**config.mk**
```make
export PLATFORM = sky130hd
export DESIGN_NAME = helwin_timer
export DESIGN_NICKNAME = d
export VERILOG_FILES = /design/src/rtl/helwin_pkg.sv /design/src/rtl/helwin_sync.sv /design/src/rtl/helwin_cfg.sv /design/src/rtl/helwin_seq.sv /design/src/rtl/helwin_timer.sv
export SDC_FILE = /design/constraint.sdc
export NUM_CORES = 1
export LEC_CHECK = 0
export BUFFER_PORTS_ARGS = -buffer_cell sky130_fd_sc_hd__buf_2
export CAP_MARGIN = 20
export CORE_MARGIN = 1
export CORE_UTILIZATION = 40
export DETAILED_ROUTE_END_ITERATION = 6
export GPL_ROUTABILITY_DRIVEN = 0
export GPL_TIMING_DRIVEN = 0
export SKIP_CTS_REPAIR_TIMING = 1
export SLEW_MARGIN = 0
export SYNTH_ARGS = -nofsm -noshare
export SYNTH_HDL_FRONTEND = slang
export SYNTH_SLANG_ARGS = --single-unit
```
**constraint.sdc**
```tcl
create_clock -name clk -period 3.55 [get_ports clk]
set_input_delay 0 -clock clk [delete_from_list [all_inputs] [get_ports clk]]
set_output_delay 0 -clock clk [all_outputs]
set_load 0.02 [all_outputs]
```
**src/rtl/helwin_pkg.sv**
```systemverilog
package helwin_pkg;

  // Programmable limits, in microseconds.
  localparam int SETTLE_MIN_US = 10;
  localparam int SETTLE_MAX_US = 1000;
  localparam int STABLE_MIN_US = 400;
  localparam int STABLE_MAX_US = 1_000_000;

  // Maximum windows per beam-sync group (divide-by-8).
  localparam int GRP_W = 3;

  typedef enum logic [1:0] {
    PH_IDLE   = 2'd0,
    PH_SETTLE = 2'd1,
    PH_STABLE = 2'd2
  } phase_e;

endpackage

```
**src/rtl/helwin_sync.sv**
```systemverilog
module helwin_sync #(
  parameter int STAGES = 2
) (
  input  logic clk,
  input  logic rst_n,
  input  logic din,
  output logic rise
);

  logic [STAGES:0] sh_q;

  always_ff @(posedge clk or negedge rst_n) begin
    if (!rst_n) sh_q <= '0;
    else        sh_q <= {sh_q[STAGES-1:0], din};
  end

  // Rising edge seen at the output of the synchroniser chain.
  assign rise = sh_q[STAGES-1] & ~sh_q[STAGES];

endmodule

```
**src/rtl/helwin_cfg.sv**
```systemverilog
module helwin_cfg import helwin_pkg::*; #(
  parameter int CLK_PER_US = 20,
  parameter int BASE_CYC   = 666_660,
  parameter int CW         = 25,
  parameter int SET_W      = 10,
  parameter int STB_W      = 20
) (
  input  logic             mode_sync,
  input  logic             sync_lost,
  input  logic [1:0]       freq_sel,
  input  logic [SET_W-1:0] settle_us,
  input  logic [STB_W-1:0] stable_us,
  output logic [CW-1:0]    settle_cyc,
  output logic [CW-1:0]    stable_cyc,
  output logic             use_sync,
  output logic [GRP_W-1:0] div_m1
);

  localparam logic [SET_W-1:0] S_MIN  = SET_W'(SETTLE_MIN_US);
  localparam logic [SET_W-1:0] S_MAX  = SET_W'(SETTLE_MAX_US);
  localparam logic [STB_W-1:0] T_MIN  = STB_W'(STABLE_MIN_US);
  localparam logic [STB_W-1:0] T_MAX  = STB_W'(STABLE_MAX_US);
  localparam logic [CW-1:0]    BASE_C = CW'(BASE_CYC);
  localparam logic [CW-1:0]    CLK_C  = CW'(CLK_PER_US);

  logic [SET_W-1:0] s_us;
  logic [STB_W-1:0] t_us;
  logic [1:0]       shamt;
  logic [CW-1:0]    per_cyc;

  always_comb begin
    if (settle_us < S_MIN)      s_us = S_MIN;
    else if (settle_us > S_MAX) s_us = S_MAX;
    else                        s_us = settle_us;

    if (stable_us < T_MIN)      t_us = T_MIN;
    else if (stable_us > T_MAX) t_us = T_MAX;
    else                        t_us = stable_us;

    case (freq_sel)
      2'd1:    begin shamt = 2'd2; div_m1 = GRP_W'(3); end
      2'd2:    begin shamt = 2'd3; div_m1 = GRP_W'(7); end
      default: begin shamt = 2'd0; div_m1 = GRP_W'(0); end
    endcase

    per_cyc    = BASE_C >> shamt;
    settle_cyc = CW'(s_us) * CLK_C;
    use_sync   = mode_sync & ~sync_lost;

    if (use_sync)
      stable_cyc = (per_cyc > settle_cyc) ? (per_cyc - settle_cyc) : CW'(1);
    else
      stable_cyc = CW'(t_us) * CLK_C;
  end

endmodule

```
**src/rtl/helwin_seq.sv**
```systemverilog
module helwin_seq import helwin_pkg::*; #(
  parameter int CW        = 25,
  parameter int TW        = 21,
  parameter int TO_CYC    = 1_333_320,
  parameter int STROBE_AT = 20
) (
  input  logic             clk,
  input  logic             rst_n,
  input  logic             mode_sync,
  input  logic             rise,
  input  logic [CW-1:0]    nxt_settle,
  input  logic [CW-1:0]    nxt_stable,
  input  logic             nxt_use_sync,
  input  logic [GRP_W-1:0] nxt_div_m1,
  output logic             settle_gate,
  output logic             integ_gate,
  output logic             step_strobe,
  output logic             sync_lost
);

  phase_e           phase_q;
  logic [CW-1:0]    cnt_q, cur_s_q, cur_t_q;
  logic [GRP_W-1:0] grp_q, grp_n;
  logic [TW-1:0]    wcnt_q;
  logic             cur_sync_q, pend_q, lost_q, lost_n;
  logic             hold_grp, locked, tmo, settle_end, leave, load, lost_set;

  always_comb begin
    hold_grp   = (phase_q == PH_SETTLE) && cur_sync_q && mode_sync && !lost_q
                 && (grp_q == '0);
    locked     = pend_q | rise;
    tmo        = (wcnt_q == TW'(TO_CYC - 1));
    settle_end = (cnt_q == cur_s_q - CW'(1));
    leave      = (phase_q == PH_SETTLE)
                 && ((settle_end && (!hold_grp || locked)) || (hold_grp && tmo));
    load       = (phase_q == PH_IDLE)
                 || ((phase_q == PH_STABLE) && (cnt_q == cur_t_q - CW'(1)));
    grp_n      = (!nxt_use_sync || !cur_sync_q || grp_q >= nxt_div_m1)
                 ? '0 : grp_q + GRP_W'(1);
    lost_set   = hold_grp && tmo && !locked;
    lost_n     = mode_sync && (lost_set || (lost_q && !rise));
  end

  always_ff @(posedge clk or negedge rst_n) begin
    if (!rst_n) begin
      phase_q    <= PH_IDLE;
      cnt_q      <= '0;
      cur_s_q    <= '0;
      cur_t_q    <= '0;
      grp_q      <= '0;
      cur_sync_q <= 1'b0;
      pend_q     <= 1'b0;
      wcnt_q     <= '0;
      lost_q     <= 1'b0;
    end else begin
      lost_q <= lost_n;
      if (load) begin
        phase_q    <= PH_SETTLE;
        cnt_q      <= '0;
        cur_s_q    <= nxt_settle;
        cur_t_q    <= nxt_stable;
        cur_sync_q <= nxt_use_sync;
        grp_q      <= grp_n;
        pend_q     <= 1'b0;
        wcnt_q     <= '0;
      end else if (leave) begin
        phase_q <= PH_STABLE;
        cnt_q   <= '0;
        pend_q  <= 1'b0;
      end else begin
        if (!((phase_q == PH_SETTLE) && settle_end)) cnt_q <= cnt_q + CW'(1);
        if (hold_grp) begin
          wcnt_q <= wcnt_q + TW'(1);
          if (rise) pend_q <= 1'b1;
        end
      end
    end
  end

  assign settle_gate = (phase_q == PH_SETTLE);
  assign integ_gate  = (phase_q == PH_STABLE);
  assign step_strobe = (phase_q == PH_SETTLE) && (cnt_q == CW'(STROBE_AT));
  assign sync_lost   = lost_q;

endmodule

```
**src/rtl/helwin_timer.sv**
```systemverilog
module helwin_timer import helwin_pkg::*; #(
  parameter int CLK_PER_US     = 20,
  parameter int SYNC_PERIOD_US = 33333,
  parameter int SYNC_STAGES    = 2,
  localparam int SET_W = $clog2(SETTLE_MAX_US + 1),
  localparam int STB_W = $clog2(STABLE_MAX_US + 1)
) (
  input  logic             clk,
  input  logic             rst_n,
  input  logic             mode_sync,
  input  logic [1:0]       freq_sel,
  input  logic [SET_W-1:0] settle_us,
  input  logic [STB_W-1:0] stable_us,
  input  logic             sync_in,
  output logic             settle_gate,
  output logic             integ_gate,
  output logic             step_strobe,
  output logic             sync_lost
);

  localparam int BASE_CYC = SYNC_PERIOD_US * CLK_PER_US;
  localparam int TO_CYC   = 2 * BASE_CYC;
  localparam int CW       = $clog2(STABLE_MAX_US * CLK_PER_US + 1);
  localparam int TW       = $clog2(TO_CYC + 1);

  logic             rise;
  logic [CW-1:0]    nxt_settle, nxt_stable;
  logic             nxt_use_sync;
  logic [GRP_W-1:0] nxt_div_m1;

  helwin_sync #(.STAGES(SYNC_STAGES)) u_sync (
    .clk  (clk),
    .rst_n(rst_n),
    .din  (sync_in),
    .rise (rise)
  );

  helwin_cfg #(
    .CLK_PER_US(CLK_PER_US),
    .BASE_CYC  (BASE_CYC),
    .CW        (CW),
    .SET_W     (SET_W),
    .STB_W     (STB_W)
  ) u_cfg (
    .mode_sync (mode_sync),
    .sync_lost (sync_lost),
    .freq_sel  (freq_sel),
    .settle_us (settle_us),
    .stable_us (stable_us),
    .settle_cyc(nxt_settle),
    .stable_cyc(nxt_stable),
    .use_sync  (nxt_use_sync),
    .div_m1    (nxt_div_m1)
  );

  helwin_seq #(
    .CW       (CW),
    .TW       (TW),
    .TO_CYC   (TO_CYC),
    .STROBE_AT(CLK_PER_US)
  ) u_seq (
    .clk         (clk),
    .rst_n       (rst_n),
    .mode_sync   (mode_sync),
    .rise        (rise),
    .nxt_settle  (nxt_settle),
    .nxt_stable  (nxt_stable),
    .nxt_use_sync(nxt_use_sync),
    .nxt_div_m1  (nxt_div_m1),
    .settle_gate (settle_gate),
    .integ_gate  (integ_gate),
    .step_strobe (step_strobe),
    .sync_lost   (sync_lost)
  );

endmodule

```
=== After elaboration in Yosys (flattened, before gate mapping) ===
Index checks and enable logic that the tools add are counted.

* Logic and storage cells: 94
* Bits of input ports: 36
* Output and inout port bits: 4
* Register bits: 95

* $add $sub $neg: 6
* Reductions and logical operators: 33
* Multiplexer cells: 21
* Shift operators: 1
* Eq/ne operators: 10
* Bitwise gates (word level): 5
* $lt $le $gt $ge: 6
* $mul: 2

{| class="wikitable"
|+ Operator list
! operator !! number
|-
| 2-to-1 mux 25 bit || 5
|-
| 2-to-1 mux 21 bit || 3
|-
| equality test 25 bit || 2
|-
| 2-to-1 mux 20 bit || 2
|-
| adder 25 x 1 -> 25 bit, second input constant || 1
|-
| equality test 25 x 5 -> 1 bit, second input constant || 1
|-
| greater-than comparator 25 x 15 -> 1 bit || 1
|-
| >> shifter 20 x 2 -> 25 bit, first input constant || 1
|-
| subtractor 25 x 1 -> 25 bit, second input constant || 1
|-
| subtractor 25 x 15 -> 25 bit || 1
|-
| multiplier 20 x 3 -> 23 bit, second input constant || 1
|-
| adder 21 x 1 -> 21 bit, second input constant || 1
|-
| equality test 21 bit, second input constant || 1
|-
| greater-than comparator 20 bit, second input constant || 1
|-
| < comparator 20 x 9 -> 1 bit, second input constant || 1
|-
| 2-to-1 mux 10 bit || 2
|-
| subtractor 15 x 1 -> 16 bit, second input constant || 1
|-
| logical AND 1 bit || 13
|-
| multiplier 10 x 3 -> 13 bit, second input constant || 1
|-
| greater-than comparator 10 bit, second input constant || 1
|-
| < comparator 10 x 4 -> 1 bit, second input constant || 1
|-
| logical NOT 1 bit || 6
|-
| logical OR 1 bit || 6
|-
| case mux 3 bit (2 select lines) || 1
|-
| other kinds (18) || 29
|}

=== Depth between registers and ports, before layout ===
* Depth in word-level cells: 12
* Depth in mapped cells: 22

=== Cells and area by module ===
From an unflattened synthesis, not the netlist that was laid out.

* Cells, all modules: 1150
* Area total of the unflattened synthesis: 9972.1 um2

{| class="wikitable"
|+ Modules (own cells, without submodules)
! module !! area each (um2) !! cells an instance !! instances
|-
| helwin_seq || 6946.7 || 746 || 1
|-
| helwin_cfg || 2936.6 || 400 || 1
|-
| helwin_sync || 88.8 || 4 || 1
|}

=== Least setup slack after synthesis ===
Ideal clock, no wire load.

* Path type: input to register
* Start point: in settle_us[2]
* End point: reg u_seq.cur_t_q[17]
* Stages on the path: 21
* Path buffers: 0
* Arrival: 4.103 ns
* Data required time: 3.424 ns
* Path slack: -0.679 ns
* Setup time: 0.126 ns
* Cell sequence: or3_1 -> a21oi_1 -> o21ai_0 -> or2_2 -> ha_1 -> ha_1 -> fa_1 -> a21o_1 -> a21oi_1 -> o21bai_1 -> a21oi_1 -> o21bai_1 -> a21oi_1 -> xor2_1 -> ha_1 -> or2_2 -> a21oi_1 -> a21o_1 -> nand2_1 -> xnor2_1 -> a221o_1

* Cells in the longest elaborated chain, start to end: 7

{| class="wikitable"
|+ Ends and longest elaborated chain
! what !! line !! RTL
|-
| start: declaration || helwin_timer.sv:12 || <nowiki>input logic [SET_W-1:0] settle_us,</nowiki>
|-
| greater-than comparator 10 bit || helwin_cfg.sv:33 || <nowiki>else if (settle_us > S_MAX) s_us = S_MAX;</nowiki>
|-
| 2-to-1 mux 10 bit || helwin_cfg.sv:33 ||
|-
| 2-to-1 mux 10 bit (*) || helwin_cfg.sv:32 || <nowiki>if (settle_us < S_MIN) s_us = S_MIN;</nowiki>
|-
| multiplier 10 x 3 -> 13 bit (*) || helwin_cfg.sv:47 || <nowiki>settle_cyc = CW'(s_us) * CLK_C;</nowiki>
|-
| subtractor 25 x 15 -> 25 bit or greater-than comparator 25 x 15 -> 1 bit (tied branches) || helwin_cfg.sv:51 || <nowiki>stable_cyc = (per_cyc > settle_cyc) ? (per_cyc - settle_cyc) : CW'(1);</nowiki>
|-
| 2-to-1 mux 25 bit (*) || helwin_cfg.sv:51 ||
|-
| 2-to-1 mux 25 bit (*) || helwin_cfg.sv:50 || <nowiki>if (use_sync)</nowiki>
|-
| end signal: assignment || helwin_seq.sv:61 || <nowiki>cur_t_q <= nxt_stable;</nowiki>
|-
| end: declaration || helwin_seq.sv:22 || <nowiki>logic [CW-1:0] cnt_q, cur_s_q, cur_t_q;</nowiki>
|}

Mark *: on every way between the ends. The rest lies on a longest branch, timed or not.
A chain may end at the register's enable or synchronous reset.

=== Final worst setup path ===
* Start point: in settle_us[2]
* End point: reg u_seq.cur_t_q[15]

The elaborated chain is that of the path after synthesis.

==> results.md <==
- Net Sw Frac: 33.7%
- Core area: 21200 µm²
- Max cap viols: 0
- Clock latency on the worst-skew pair: 0.36 ns
- Synthesis Warnings: 0
- Synth-to-layout area growth: 22.7%
- Setup TNS: -1.24 ns
- CTS tree: yes
- Avg Cell Area, Syn: 8.28 µm²
- Die width: 149 µm
- Register area share after synthesis: 27.4%
- Ant. Diodes: 0
- FILL cells: 1974
- Asr flop ratio synth: 100%
- Reg power frac: 35.7%
- Met3 Use GR: 2.26%
- Die Ht: 149 µm
- Clock transition at the registers of the reported paths: 0.07 ns
- Post-Layout Cell Count: 1413
- Fin crit share: 109%
- Design area: 10700 µm²
- Layout cell share with drive strength beyond 1: 20.9%
- Htree depth: 3
- # rows: 53
- Most frequent cells after synthesis: 95 x dfrtp_1, 86 x nand2_1, 84 x nor2_1
- Overall power: 0.00323 W
- Post-synth top flop: dfrtp_1
- Synth area leader: dfrtp_1
- Worst Tran Pin Value: 0.683 ns
- Input/output buffers: 39
- VDD IR max: 189 µV
- DP HPWL: 18.0 mm
- Top cell type's share of synthesized area: 27.4%
- Synthesized area: 8690 µm²
- RSZ-0062 raised after global routing: yes
- TritonCTS Sinks: 95
- Distinct cells, synth: 75
- Initial DRC count: 486
- Comb pwr share: 35.8%
- Crit Path Class: primary input to flip-flop
- Total global routing overflow: 0
- Post-synth EDFFs: 0
- First-pass GRT wire length: 38.4 mm
- Dpl cell area: 9330 µm²
- CTS buffer count: 9
- Root buf cell: clkbuf_16
- Via density: 5.68
- Worst-path fanout max: 3
- Initial Utilization: 41.1%
- Static leakage: 4.46 nW
- Vias after detailed routing: 8032
- Final setup viols: 7
- Detailed Route WL: 24.4 mm
- Largest net degree at the start of global routing: 71
- Gr usage total: 21.8%
- Vias in the first global route: 7414
- Worst setup EP type: flip-flop
- WL/cell: 17.3 µm
- Cells after Synth: 1049
- Top post-synthesis cells by area: dfrtp_1 27%, ha_1 11%, xnor2_1 7.4%, xor2_1 3.9%, nand2_1 3.7%
- Placed instance count: 1364
- Min-Delay Path Class: primary input to flip-flop
- Max Slew Vio Count: 0
- Hold Violations, Final: 1
- Clock buffer depth: 2
- Slew HR: 54.1%
- Syn nets: 1164
- Clock share of power: 28.5%
- Initial antenna violation count: 0
- Met2 Resource Use GR: 34.6%
- Met1 GRT Util: 30.9%
- Dpl ws: -0.921 ns
- Io pins: 40
- Status: finished with violations
- PD cells: 303 nW/µm²
- Critical Path Source Type: primary input
- Sw Pwr: 0.00109 W
- Internal power: 0.00214 W
- Remaining DRCs: 0
- Max Fclk: 258 MHz
- Cell with the most instances after synthesis: dfrtp_1
- Post-Route Skew: 0.0117 ns
- Die footprint: 22300 µm²
- Total iterations of the first detailed-routing run: 7
- CP Data Required Time: 3.79 ns
- Nets: 1248
- Global route hottest layer: met2
- Post-synthesis register bit count: 95
- Failing checks: hold timing, setup timing
- Final WS setup: -0.328 ns
- Min Clock Period, post-route: 3.88 ns
- Arrival time at the worst endpoint: 4.12 ns
- Hold slack: -0.0116 ns
- Antenna-violating nets left: 0
[power by group through the flow]
stage | registers (W) | logic (W) | clock network [W]
after floorplan | 0.00115 | 0.000665 | 0
after global placement | 0.00117 | 0.000879 | 0
after detailed placement | 0.00117 | 0.000886 | 0
after CTS | 0.00115 | 0.000894 | 0.000944
after global routing | 0.00115 | 0.00126 | 0.000985
final | 0.00115 | 0.00116 | 0.000918
[logic make-up (layout without fill, tap and decap cells)]
| logic type | after synthesis | after routing | synth area share, % |
|---|---|---|---|
| and+or+nand+nor | 437 | 437 | 26.5 |
| AOI/OAI and AO/OA | 213 | 213 | 16.4 |
| xor gates and xnor gates | 112 | 112 | 11.3 |
| DFF | 95 | 95 | 27.4 |
| buffers and inverters | 95 | 184 | 4.62 |
| adders and majority gates | 79 | 79 | 11.6 |
| muxes | 18 | 18 | 2.19 |
[critical path, cell delays in order]
cell and delay [ns]:
buf_8 0.10, or3_4 0.38, a21oi_4 0.12, o21ai_2 0.08, or2_4 0.24, ha_4 0.25
ha_4 0.16, fa_2 0.37, a21o_1 0.17, a21oi_2 0.14, o21bai_1 0.11, a21oi_2 0.15
o21bai_1 0.10, a21oi_2 0.17, xor2_2 0.25, ha_4 0.24, or2_4 0.23, a21oi_2 0.13
a21o_1 0.15, xnor2_1 0.15, o22ai_1 0.12, mux2_4 0.28
[layout by cell type (no fill, tap or decap), drive strengths merged, types with 9 or more instances in the layout]
| cell type | n |
|---|---|
| dfrtp | 95 |
| nand2 | 86 |
| nor2 | 85 |
| buf | 85 |
| ha | 76 |
| xnor2 | 73 |
| o21ai | 54 |
| clkbuf | 48 |
| inv | 44 |
| a21oi | 42 |
| xor2 | 39 |
| nor3 | 39 |
| nand3 | 38 |
| nor2b | 28 |
| nor4 | 25 |
| and2 | 22 |
| nand4 | 21 |
| or3 | 17 |
| and3 | 15 |
| nand2b | 13 |
| o211ai | 13 |
| or2 | 11 |
| a21o | 10 |
| mux2i | 10 |
| or4 | 10 |
| a22oi | 9 |
[sequential cells by signal (all words and copies together) (netlist names)]
name,flops
u_seq.phase_q,2
u_sync.sh_q,3
u_seq.cur_sync_q,1
u_seq.cur_s_q,13
u_seq.cnt_q,25
u_seq.cur_t_q,25
u_seq.grp_q,3
u_seq.pend_q,1
u_seq.wcnt_q,21
u_seq.sync_lost,1
[worst paths after layout]
check	end	slack (ns)	from	depth (start not counted)
hold / removal	u_seq.cur_t_q[3]$_DFFE_PN0N_	-0.01	stable_us[1]	3
setup / recovery	u_seq.cur_t_q[15]$_DFFE_PN0N_	-0.33	settle_us[2]	22
min in group asynchronous	u_sync.sh_q[0]$_DFF_PN0_	0.11	rst_n	2
max in group asynchronous	u_seq.cur_s_q[2]$_DFFE_PN0N_	2.73	rst_n	3
setup reg to reg	u_seq.cur_t_q[24]$_DFFE_PN0N_	0.09	u_seq.cur_t_q[16]$_DFFE_PN0N_	9
hold reg to reg	u_sync.sh_q[1]$_DFF_PN0_	0.35	u_sync.sh_q[0]$_DFF_PN0_	0
[area by class of cell]
type | count | area, µm² | share of cell area (%)
clock inverters | 6 | 43.8 | 0.411
multi-input cells | 859 | 6700 | 62.9
plain buffers | 50 | 258 | 2.42
inverters | 42 | 158 | 1.48
flip-flops and latches | 95 | 2380 | 22.3
well taps | 275 | 344 | 3.23
clock buffers | 10 | 229 | 2.15
repair buffers | 76 | 548 | 5.14
[metrics by stage]
| stage | utilization, % | hold slack (ns) |
|---|---|---|
| after detailed placement | 44.1 | -0.0500 |
| after floorplan | - | -0.296 |
| final | 50.4 | -0.0116 |
| after global placement | 44.0 | 0.130 |
| after CTS | 45.4 | -0.430 |
| after global routing | 50.4 | 0.00616 |
[metal layers]
layer,vias to the layer above,wire length (µm)
met1,3894,11800
met2,160,11400
met4,0,450
met3,28,722
li1,3950,-
met5,-,0
No activity file was read; power rests on OpenSTA's default activity.
